[config.mk]
export PLATFORM = sky130hd
export DESIGN_NAME = region_decoder
export DESIGN_NICKNAME = d
export VERILOG_FILES = /design/src/rtl/region_decoder.sv
export SDC_FILE = /design/constraint.sdc
export NUM_CORES = 1
export LEC_CHECK = 0
export ABC_AREA = 1
export ABC_CLOCK_PERIOD_IN_PS = 4900
export BUFFER_PORTS_ARGS = -buffer_cell sky130_fd_sc_hd__buf_4
export CORE_UTILIZATION = 50
export CTS_BUF_LIST = sky130_fd_sc_hd__clkbuf_8
export CTS_CLUSTER_DIAMETER = 200
export CTS_CLUSTER_SIZE = 20
export DETAILED_ROUTE_END_ITERATION = 7
export PLACE_DENSITY_LB_ADDON = 0.25
export SKIP_LAST_GASP = 1
export SLEW_MARGIN = 20
export SYNTH_ARGS = -nofsm -noshare
export SYNTH_HDL_FRONTEND = slang
export SYNTH_SLANG_ARGS = --single-unit
[constraint.sdc]
create_clock -name clk -period 4.9 [get_ports clk]
set_clock_uncertainty 0.2 [all_clocks]
set_input_delay 0.735 -clock clk [delete_from_list [all_inputs] [get_ports clk]]
set_output_delay 0.735 -clock clk [all_outputs]
set_load 0.02 [all_outputs]
[src/rtl/region_decoder.sv]
module region_decoder #(
  parameter logic [31:0] CTRL_ADDR     = 32'hFFFE_0130,
  parameter int          RAM_PAGE_BITS = 5,
  parameter int          RAM_WIN_PAGES = 128,
  parameter int          BOOT_PAGES    = 64,
  parameter int          ROM2_PAGES    = 4,
  parameter int          OFS_W         = 22
) (
  input  logic             clk,
  input  logic             rst_n,
  input  logic [31:0]      addr,
  input  logic             rd_en,
  input  logic             wr_en,
  input  logic [1:0]       size,
  input  logic [31:0]      wdata,
  input  logic [31:0]      tgt_rdata,
  output logic [9:0]       sel,
  output logic [OFS_W-1:0] offset,
  output logic             tgt_we,
  output logic [31:0]      rdata
);

  localparam int RG_RAM = 0, RG_SPAD = 1, RG_HW = 2, RG_AUX = 3, RG_EXP = 4;
  localparam int RG_SND = 5, RG_IPC = 6, RG_BOOT = 7, RG_ROM2 = 8, RG_CTRL = 9;

  localparam logic [12:0] K_RAM_HI  = 13'(RAM_WIN_PAGES - 1);
  localparam logic [12:0] K_LOCAL   = 13'h1F80;
  localparam logic [12:0] K_AUX     = 13'h1F40;
  localparam logic [12:0] K_EXP     = 13'h1000;
  localparam logic [12:0] K_SND     = 13'h1F90;
  localparam logic [12:0] K_IPC     = 13'h1D00;
  localparam logic [12:0] K_BOOT_LO = 13'h1FC0;
  localparam logic [12:0] K_BOOT_HI = 13'(13'h1FC0 + BOOT_PAGES - 1);
  localparam logic [12:0] K_ROM2_LO = 13'h1E00;
  localparam logic [12:0] K_ROM2_HI = 13'(13'h1E00 + ROM2_PAGES - 1);

  localparam logic [31:0] M_RAM  = (32'd1 << (16 + RAM_PAGE_BITS)) - 32'd1;
  localparam logic [31:0] M_SPAD = 32'h0000_0FFF;
  localparam logic [31:0] M_PAGE = 32'h0000_FFFF;
  localparam logic [31:0] M_BOOT = (32'(BOOT_PAGES) << 16) - 32'd1;
  localparam logic [31:0] M_ROM2 = (32'(ROM2_PAGES) << 16) - 32'd1;

  logic [12:0] key;
  logic [31:0] mask;
  logic [31:0] ctrl_q;
  logic        lock_q;
  logic        ctrl_wr;
  logic        code_lock, code_unlock;

  assign key = addr[28:16];

  always_comb begin
    sel  = '0;
    mask = '0;
    if (addr == CTRL_ADDR) begin
      sel[RG_CTRL] = 1'b1;
    end else if (key <= K_RAM_HI) begin
      sel[RG_RAM] = 1'b1;
      mask        = M_RAM;
    end else if (key == K_LOCAL) begin
      if (addr[15:0] < 16'h1000) begin
        sel[RG_SPAD] = 1'b1;
        mask         = M_SPAD;
      end else begin
        sel[RG_HW] = 1'b1;
        mask       = M_PAGE;
      end
    end else if (key == K_AUX) begin
      sel[RG_AUX] = 1'b1;
      mask        = M_PAGE;
    end else if (key == K_EXP) begin
      sel[RG_EXP] = 1'b1;
      mask        = M_PAGE;
    end else if (key == K_SND) begin
      sel[RG_SND] = 1'b1;
      mask        = M_PAGE;
    end else if (key == K_IPC) begin
      sel[RG_IPC] = 1'b1;
      mask        = M_PAGE;
    end else if (key >= K_BOOT_LO && key <= K_BOOT_HI) begin
      sel[RG_BOOT] = 1'b1;
      mask         = M_BOOT;
    end else if (key >= K_ROM2_LO && key <= K_ROM2_HI) begin
      sel[RG_ROM2] = 1'b1;
      mask         = M_ROM2;
    end
  end

  assign offset = OFS_W'(addr & mask);

  always_comb begin
    code_lock   = 1'b0;
    code_unlock = 1'b0;
    case (wdata)
      32'h0000_0800, 32'h0000_0804, 32'h0000_0C00, 32'h0000_0C04,
      32'h0000_0CC0, 32'h0000_0CC4, 32'h0000_00C4: code_lock   = 1'b1;
      32'h0001_E988, 32'h0001_EDD8:                code_unlock = 1'b1;
      default: ;
    endcase
  end

  assign ctrl_wr = wr_en && (size == 2'd2) && sel[RG_CTRL];

  always_ff @(posedge clk or negedge rst_n) begin
    if (!rst_n) begin
      ctrl_q <= '0;
      lock_q <= 1'b0;
    end else if (ctrl_wr) begin
      ctrl_q <= wdata;
      if (code_lock)        lock_q <= 1'b1;
      else if (code_unlock) lock_q <= 1'b0;
    end
  end

  assign tgt_we = wr_en && (|sel) && !sel[RG_CTRL] && !sel[RG_BOOT] &&
                  !sel[RG_ROM2] && !(sel[RG_RAM] && lock_q);

  always_comb begin
    if (!rd_en || sel == '0)                         rdata = '0;
    else if (sel[RG_CTRL])                           rdata = ctrl_q;
    else if (sel[RG_RAM] && lock_q && size == 2'd2)  rdata = '0;
    else                                             rdata = tgt_rdata;
  end

  AST_SEL_ONEHOT: assert property (@(posedge clk) disable iff (!rst_n)
    $onehot0(sel));

  AST_ROM_NO_STORE: assert property (@(posedge clk) disable iff (!rst_n)
    (sel[RG_BOOT] || sel[RG_ROM2]) |-> !tgt_we);

  AST_CTRL_HOLD: assert property (@(posedge clk) disable iff (!rst_n)
    !(wr_en && size == 2'd2 && addr == CTRL_ADDR) |=> $stable(ctrl_q));

  AST_LOCK_SET: assert property (@(posedge clk) disable iff (!rst_n)
    (wr_en && size == 2'd2 && addr == CTRL_ADDR && code_lock) |=> lock_q);

  AST_LOCK_CLEAR: assert property (@(posedge clk) disable iff (!rst_n)
    (wr_en && size == 2'd2 && addr == CTRL_ADDR && code_unlock) |=> !lock_q);

  AST_LOCKED_RAM_LOAD: assert property (@(posedge clk) disable iff (!rst_n)
    (lock_q && sel[RG_RAM] && rd_en && size == 2'd2) |-> rdata == 32'd0);

  AST_UNMAPPED_QUIET: assert property (@(posedge clk) disable iff (!rst_n)
    (sel == '0) |-> (offset == '0 && rdata == 32'd0 && !tgt_we));

endmodule

; ---- Word-level counts from Yosys, hierarchy flattened
; Cells that the tools add are included.
[totals]
reg_bits = 33
input_bits = 102
out_inout_bits = 65
word_cells = 84
[classes]
magnitude_cmp = 6
n_eq_ne = 16
mux = 36
bitwise_logic = 1
reduce_logical = 23
[ops]
columns = operator, n
row1 = $eq A32 B12 Y1 const B, 6
row2 = $mux W22, 8
row3 = $mux W32, 3
row4 = $eq A13 B13 Y1 const B, 5
row5 = $eq A32 B17 Y1 const B, 2
row6 = $eq A32 B32 Y1 const B, 1
row7 = $eq A32 B8 Y1 const B, 1
row8 = $ge A13 B13 Y1 const B, 2
row9 = $le A13 B13 Y1 const B, 2
row10 = $and A22 B22 Y22, 1
row11 = $mux W18, 1
row12 = $lt A16 B13 Y1 const B, 1
row13 = $mux W16, 1
row14 = $mux W1, 15
row15 = $le A13 B7 Y1 const B, 1
row16 = $logic_and A1 B1 Y1, 11
row17 = $logic_not A10 Y1, 1
row18 = $reduce_or A10 Y1, 1
row19 = $mux W9, 1
row20 = $mux W8, 1
row21 = $reduce_or A7 Y1, 1
row22 = $mux W6, 1
row23 = $logic_not A1 Y1, 5
row24 = $mux W5, 1
row25 = 8 further kinds, 9

; ---- Depth between registers and ports, before layout
; Gate-level depths: netlist (run 1).
[depth]
word_depth = 17
mapped_depth = 12

; ---- Least setup slack after synthesis (run 1)
; OpenSTA, ideal clock, no wires.
[synth_timing]
path_type = input to output
from = in addr[18]
to = out rdata[10]
arrival_ps = 1997
t_required_ps = 3965
setup_slack_ps = 1968
path_stages = 9
path_buffers = 1
cell_sequence = nor2_1 > nand3_1 > nor2_1 > and3_2 > nor2_2 > nand3_2 > nand2_4 > buf_6 > nor2_1
[synth_rtl]
columns = item, line_no
row1 = from (decl), 11  ; input logic [31:0] addr,
row2 = branches (longest 5 deep; another with $le A13 B7 Y1), -
row3 = $mux W9 (*), 55  ; if (addr == CTRL_ADDR) begin
row4 = named net sel[4], 17  ; output logic [9:0] sel,
row5 = $logic_not A10 Y1 (*), 119  ; if (!rd_en || sel == '0) rdata = '0;
row6 = $logic_or A1 B1 Y1 (*), 119
row7 = $mux W32 (*), 119
row8 = to (decl), 20  ; output logic [31:0] rdata
; Mark *: on every way through the listed nets, which the timed path passes.

; ---- Worst setup path in the final report (run 1)
[layout_timing]
from = in addr[9]
to = out offset[1]
[layout_between]
elab_chain_len = 3
[layout_lines]
columns = item, line_no
row1 = $eq A32 B32 Y1, 55
row2 = $mux W22, 55
row3 = $and A22 B22 Y22, 89  ; assign offset = OFS_W'(addr & mask);
row4 = to (decl), 18  ; output logic [OFS_W-1:0] offset,
; No other way between the ends.

==> results_dict.tcl, run 1 <==
set metrics [dict create \
    ys.flop_type "dfrtp_1" \
    holdWs_ns 0.1960 \
    io_buffers 166 \
    layout-drive-gt1-share_pct 34.01 \
    clockRootBuffer "clkbuf_8" \
    critPathLaunch "addr[9]" \
    synth_fa_ha_area_share_pct 0 \
    yosys_warnings 0 \
    ys_ff_latch 33 \
    reg2reg_from "ctrl_q[11]$_DFFE_PN0P_" \
    drtPass1Iterations 5 \
    ir_worst_vdd_mv 0.09936 \
    synth_simple_gate_area_share_pct 45.07 \
    rr_worst_depth 2 \
    crit_end "offset[1]" \
    rows 27 \
    pre_cts_slack_ns 1.252 \
    synth_top_family_by_area "simple AND/OR/NAND/NOR gates" \
    path_class "in -> out" \
    syn_to_final_growth_pct 41.93 \
    period_minus_slack_ns 3.637 \
    die_height_um 78.87 \
    period_share_pct 74.23 \
    cts_made_buffers 5 \
    grtUsageTotal_pct 28.15 \
    yosysSeqAreaShare_pct 27.95 \
    coreArea_sq_mm 0.005608 \
    cap_violations 0 \
    hold_class "in -> async" \
    rsz0062_at_grt "no" \
    ff2ff_setup_slack_ns 3.97 \
    relSlewSlack_pct 31.65 \
    synth.most_common_cell "nand2_1" \
    synthCells 487 \
    cts_setup_buffers 0 \
    stdcell_count 713 \
    slew_violations 0 \
    vias_per_cell 4.975 \
    muxShareOfSynthArea_pct 0 \
    drt_iter0_drc 146 \
    ys_async_sr_fraction_pct 100.0 \
    synthTopCellsByCount "nand2_1, nor2_1, inv_1, o21ai_1, dfrtp_1" \
    syn_area_sq_mm 0.002954 \
    cts_buffer_depth 2 \
    clkLatencyLatePin_ns 0.28 \
    synth_cell_types 28 \
    routed_wl_um 8649 \
    ant_nets 0 \
    grt_pass1_vias 3325 \
    grt_max_degree 69 \
    clkTransAtPathRegs_ns 0.07 \
    tns_ns 0 \
    fillers 488 \
    grt-ovfl-total 0 \
    floorplan.initialDensity_pct 52.68 \
    synth_edf_count 0 \
    syn_nets 589 \
    antenna_cells 0 \
    drc 0 \
    tightest_slew_ns 1.022 \
    grt_antenna_before_repair 0 \
    netlist_top_cells_area "dfrtp_1, nand2_1, nor2_1, inv_1, o21ai_1" \
    gp_congestion 0.8638 \
    cts_sinks 33 \
    power_density_mw_per_mm2 146.7 \
    die_area_sq_mm 0.006220 \
    vias 3547 \
    busiest_layer "met2" \
    global_route.usage.met3_pct 5.172 \
    setup_viol 0 \
    leakagePower_nw 2.540 \
    use_met2_pct 53.39 \
    io_pins 167 \
    synth_xor_area_share_pct 0 \
    outcome "finished clean" \
    avgSynthCellArea_sq_um 6.066 \
    grt_pass1_wl_um 13930 \
    avgRoutedWirePerCell_um 12.13 \
    hold_buffers 0 \
    endpoint_kind "primary output" \
    fin_ws_ns 1.263 \
    required_ns 3.96 \
    placedCellCount 705 \
    start_kind "primary input" \
    fmax_mhz 274.9 \
    final_net_count 742 \
    dieWidth_um 78.87 \
    r2r_end "ctrl_q[11]$_DFFE_PN0P_" \
    worstPathArrival_ns 2.70 \
    cts_tree "built" \
    final_hold_viol_count 0 \
    dp_hpwl_um 6879 \
    cp_max_fo 68 \
    synth_top_cell_area_share_pct 27.95 \
    htreeDepth 2 \
    synth_top_area_cell "dfrtp_1" \
    cts_resized 0 \
    synth_compound_area_share_pct 11.44 \
    met1_usage_pct 31.45 \
]
## logic make-up after synthesis
group,count (synthesis)
flops,33
compound gates,63
simple gates,298
buf+inv,93
## critical path: stages
cell	delay, ns
buf_4	0.11
inv_1	0.09
nand2_1	0.07
nor2_1	0.16
nand2_1	0.08
nor2_2	0.12
nand3_4	0.51
nand2_1	0.24
nand3_2	0.11
inv_2	0.23
nor2_1	0.08
buf_4	0.16
## worst min-delay path by stage
stage                          start                endpoint  slack, ns  cells after the start
3_5_place_dp   ctrl_q[2]$_DFFE_PN0P_   ctrl_q[2]$_DFFE_PN0P_       0.26                      2
3_3_place_gp   ctrl_q[4]$_DFFE_PN0P_   ctrl_q[4]$_DFFE_PN0P_       0.26                      2
6_report                       rst_n  ctrl_q[24]$_DFFE_PN0P_       0.20                      1
4_1_cts                        rst_n  ctrl_q[19]$_DFFE_PN0P_       0.20                      1
2_1_floorplan                  rst_n   ctrl_q[0]$_DFFE_PN0P_       0.24                      0
5_1_grt                        rst_n   ctrl_q[2]$_DFFE_PN0P_       0.22                      1
## power breakdown
group	internal [mW]	total (mW)	switching, mW
registers	0.272	0.272	0.000000000357
logic	0.0753	0.148	0.0723
clock network	0.0963	0.195	0.0989
total	0.444	0.615	0.171
## through the flow
step / utilization (%) / cell area (sq um) / power (mW)
after CTS: 74.77 / 4193 / 0.6187
after global routing: 74.77 / 4193 / 0.6459
final: 74.77 / 4193 / 0.6152
after global placement: 73.29 / 4110 / 0.4206
after floorplan: - / 2954 / 0.3349
after detailed placement: 73.29 / 4110 / 0.4244
## registers in the layout, summed over array words and instances (netlist names)
| signal | cells |
|---|---|
| ctrl_q | 32 |
| lock_q | 1 |
## metal layers
metal,wire length [um],vias up,share of wire [%]
met5,0,-,0
met4,160,0,1.8
met3,582,16,6.7
met2,4389,125,51
met1,3517,1587,41
li1,-,1819,-
## layout by cell type (no fill, tap or decap)
cell type and n:
a21oi_1 2, and3_2 1, buf_4 166, clkbuf_8 5, clkinv_2 2, dfrtp_1 33, inv_1 68, inv_2 5
inv_6 1, nand2_1 145, nand2_2 5, nand2_4 2, nand3_1 25, nand3_2 3, nand3_4 1, nand3b_1 2
nand4_1 12, nor2_1 74, nor2_2 17, nor2_4 2, nor3_1 6, nor3_2 2, nor4_1 1, o21ai_0 12
o21ai_1 43, o21ai_2 6
## area by class of cell
class / count / area (sq um) / share of cell area [%]
clock buffers: 5 / 68.82 / 1.641
repair buffers: 166 / 1246 / 29.72
flip-flops and latches: 33 / 825.8 / 19.70
well taps: 72 / 90.09 / 2.149
clock inverters: 3 / 13.76 / 0.3283
inverters: 73 / 279.0 / 6.655
multi-input cells: 361 / 1669 / 39.81
Note: power is estimated with default switching activity, not from simulation.
==> inputs of run 2 (changes only) <==
ABC_AREA = 0   (was 1)
ABC_CLOCK_PERIOD_IN_PS = 3400   (was 4900)
CORE_UTILIZATION = 44   (was 50)
clock period = 3.4 ns   (was 4.9 ns; I/O delays follow)
==> run 2 against run 1 <==
Effect of this change: final area decreased by 5.9%; sequential power rose by 44%; combinational power increased by 14%; via count is 20% lower; register-to-register slack worse by 1.5 ns; clock power up 95%; sequential share of layout area grew 1.2 points; largest cell class unchanged; highest routed layer unchanged.
==> results_dict.tcl, run 2 <==
set metrics [dict create \
    outcome "finished clean" \
    cts_sinks 33 \
    grt-ovfl-total 0 \
    hold_buffers 1 \
    clock_power_share_pct 40.3 \
    grt_antenna_before_repair 0 \
    tightest_slew_ns 0.6280 \
    cts_tree "built" \
    synth_cell_types 37 \
    drtPass1Iterations 5 \
    synth.most_common_cell "nand2_1" \
    routed_wl_um 8014 \
    clockRootBuffer "clkbuf_8" \
    fin_ws_ns 0.1873 \
    ir_worst_vdd_mv 0.1584 \
    slew_violations 0 \
    cts_setup_buffers 0 \
    ant_nets 0 \
    tns_ns 0 \
    period_share_pct 94.49 \
    cts_made_buffers 5 \
    avgRoutedWirePerCell_um 15.32 \
    drc 0 \
    ys_async_sr_fraction_pct 100.0 \
    ff2ff_setup_slack_ns 2.43 \
    final_net_count 552 \
    io_buffers 166 \
    mostFrequentLayoutCell "buf_4" \
    path_class "in -> out" \
    leakagePower_nw 2.085 \
    relSlewSlack_pct 58.13 \
    top_register "ctrl_q" \
    synth_edf_count 0 \
    drt_iter0_drc 138 \
    cts_buffer_depth 2 \
    vias 2842 \
    start_kind "primary input" \
    antenna_cells 0 \
    syn_area_sq_mm 0.002495 \
    place_area_sq_mm 0.003817 \
    regArea_sq_um 825.8 \
    die_area_sq_mm 0.005975 \
    gp_congestion 0.8255 \
    p_switching_mw 0.2129 \
    hold_class "in -> reg" \
    avgSynthCellArea_sq_um 8.723 \
    switching_share_pct 22.62 \
    netlist_top_cells_area "dfrtp_1, mux2_4, nand3_1, a21oi_1, nand2_1" \
    setup_viol 0 \
    layout-drive-gt1-share_pct 48.34 \
    yosys_warnings 0 \
    yosysSeqAreaShare_pct 33.10 \
    final_hold_viol_count 0 \
    syn_nets 388 \
    pre_cts_slack_ns 0.2159 \
    design_area_sq_mm 0.003944 \
    final_cell_mix "buf_4, nand2_1, nand3_1" \
    largest_reg_flops 32 \
    vias_per_cell 5.434 \
    fillers 430 \
    grtUsageTotal_pct 27.35 \
    rows 27 \
    htreeDepth 2 \
    synthCells 286 \
    cap_violations 0 \
    ys_ff_latch 33 \
    synth_top_cell_area_share_pct 33.10 \
    coreArea_sq_mm 0.005473 \
    grt_pass1_vias 2739 \
    die_height_um 77.30 \
    dieWidth_um 77.30 \
    endpoint_kind "primary output" \
    multiInputGateArea_sq_mm 0.001567 \
    synth_top_area_cell "dfrtp_1" \
    final_util_pct 72.06 \
    syn_to_final_growth_pct 58.07 \
    p_comb_share_pct 18.0 \
    grt_pass1_wl_um 12920 \
    top_regs "ctrl_q (32), lock_q (1)" \
    fmax_mhz 311.3 \
    rsz0062_at_grt "no" \
    cp_max_fo 25 \
    floorplan.initialDensity_pct 45.59 \
    synthTopCellsByCount "nand2_1, nand3_1, a21oi_1, dfrtp_1, mux2_4" \
    clkTransAtPathRegs_ns 0.07 \
    period_minus_slack_ns 3.213 \
    io_pins 167 \
    dp_hpwl_um 6202 \
    clkLatencyLatePin_ns 0.28 \
    cts_resized 0 \
    power_density_mw_per_mm2 238.6 \
    p_int_mw 0.7282 \
    worstPathArrival_ns 2.50 \
    required_ns 2.69 \
    grt_max_degree 36 \
    ys.flop_type "dfrtp_1" \
    power_frac_seq_pct 41.7 \
]
-- run 2: cell count changes in the layout (fill, tap and decap cells not counted), moves of 6 or more --
cell	change
nor4_1	+6
o21ai_1	-43
nand3_1	+14
nor2_1	-65
o21ai_0	-9
a21oi_1	+33
nor2_2	-17
and2_1	+6
nor2b_1	+18
nand2_1	-103
inv_1	-64
nand4_1	-7
mux2_4	+30
-- run 2: area by class of cell --
cell class | count | share of cell area, %
multi-input cells | 233 | 39.72
repair buffers | 174 | 33.82
flip-flops and latches | 33 | 20.94
well taps | 72 | 2.284
clock buffers | 6 | 2.094
clock inverters | 2 | 0.8566
inverters | 3 | 0.2855
-- run 2: metrics by stage --
step	std cells	hold WS (ns)	power [mW]
floorplan	286	0.01441	0.4401
global placement	514	0.2706	0.5645
detailed placement	514	0.2730	0.5683
CTS	523	0.2526	0.9473
global route	523	0.2529	0.9809
finish	523	0.2592	0.9411
-- run 2: cell families (layout without fill, tap and decap cells) --
family          count (synthesis)  count (layout)  synth area share [%]
flops                          33              33                 33.10
mux                            32              32                 18.96
buf+inv                        20             185                 4.263
compound gates                 45              45                 9.880
simple gates                  156             156                 33.80
-- run 2: power by group through the flow --
stage	sequential, mW	clock (mW)	combinational, mW
after detailed placement	0.400	0	0.168
after CTS	0.392	0.385	0.170
after floorplan	0.400	0	0.0401
after global routing	0.392	0.404	0.185
final	0.393	0.380	0.169
after global placement	0.400	0	0.165
-- run 2: routing by layer --
layer	track usage [%]	vias to the layer above	wire length [um]
met3	7.024	15	679
met2	46.81	133	3997
met5	0	-	0
met4	9.057	0	166
li1	-	1357	-
met1	33.16	1337	3171
-- run 2: worst max-delay path: stages --
cell      delay (ns)
buf_4           0.13
or3_1           0.35
or4_1           0.49
o211ai_1        0.25
o21ai_2         0.22
buf_12          0.22
a21oi_1         0.15
buf_4           0.17
-- run 2: final timing paths --
| kind | endpoint | startpoint | cells after the start |
|---|---|---|---|
| max | rdata[1] | addr[25] | 8 |
| min in group asynchronous | ctrl_q[25]$_DFFE_PN0P_ | rst_n | 2 |
| min reg2reg | ctrl_q[18]$_DFFE_PN0P_ | ctrl_q[18]$_DFFE_PN0P_ | 1 |
| min | ctrl_q[12]$_DFFE_PN0P_ | wdata[12] | 2 |
| max reg2reg | ctrl_q[3]$_DFFE_PN0P_ | ctrl_q[3]$_DFFE_PN0P_ | 1 |
| max in group asynchronous | lock_q$_DFFE_PN0P_ | rst_n | 2 |
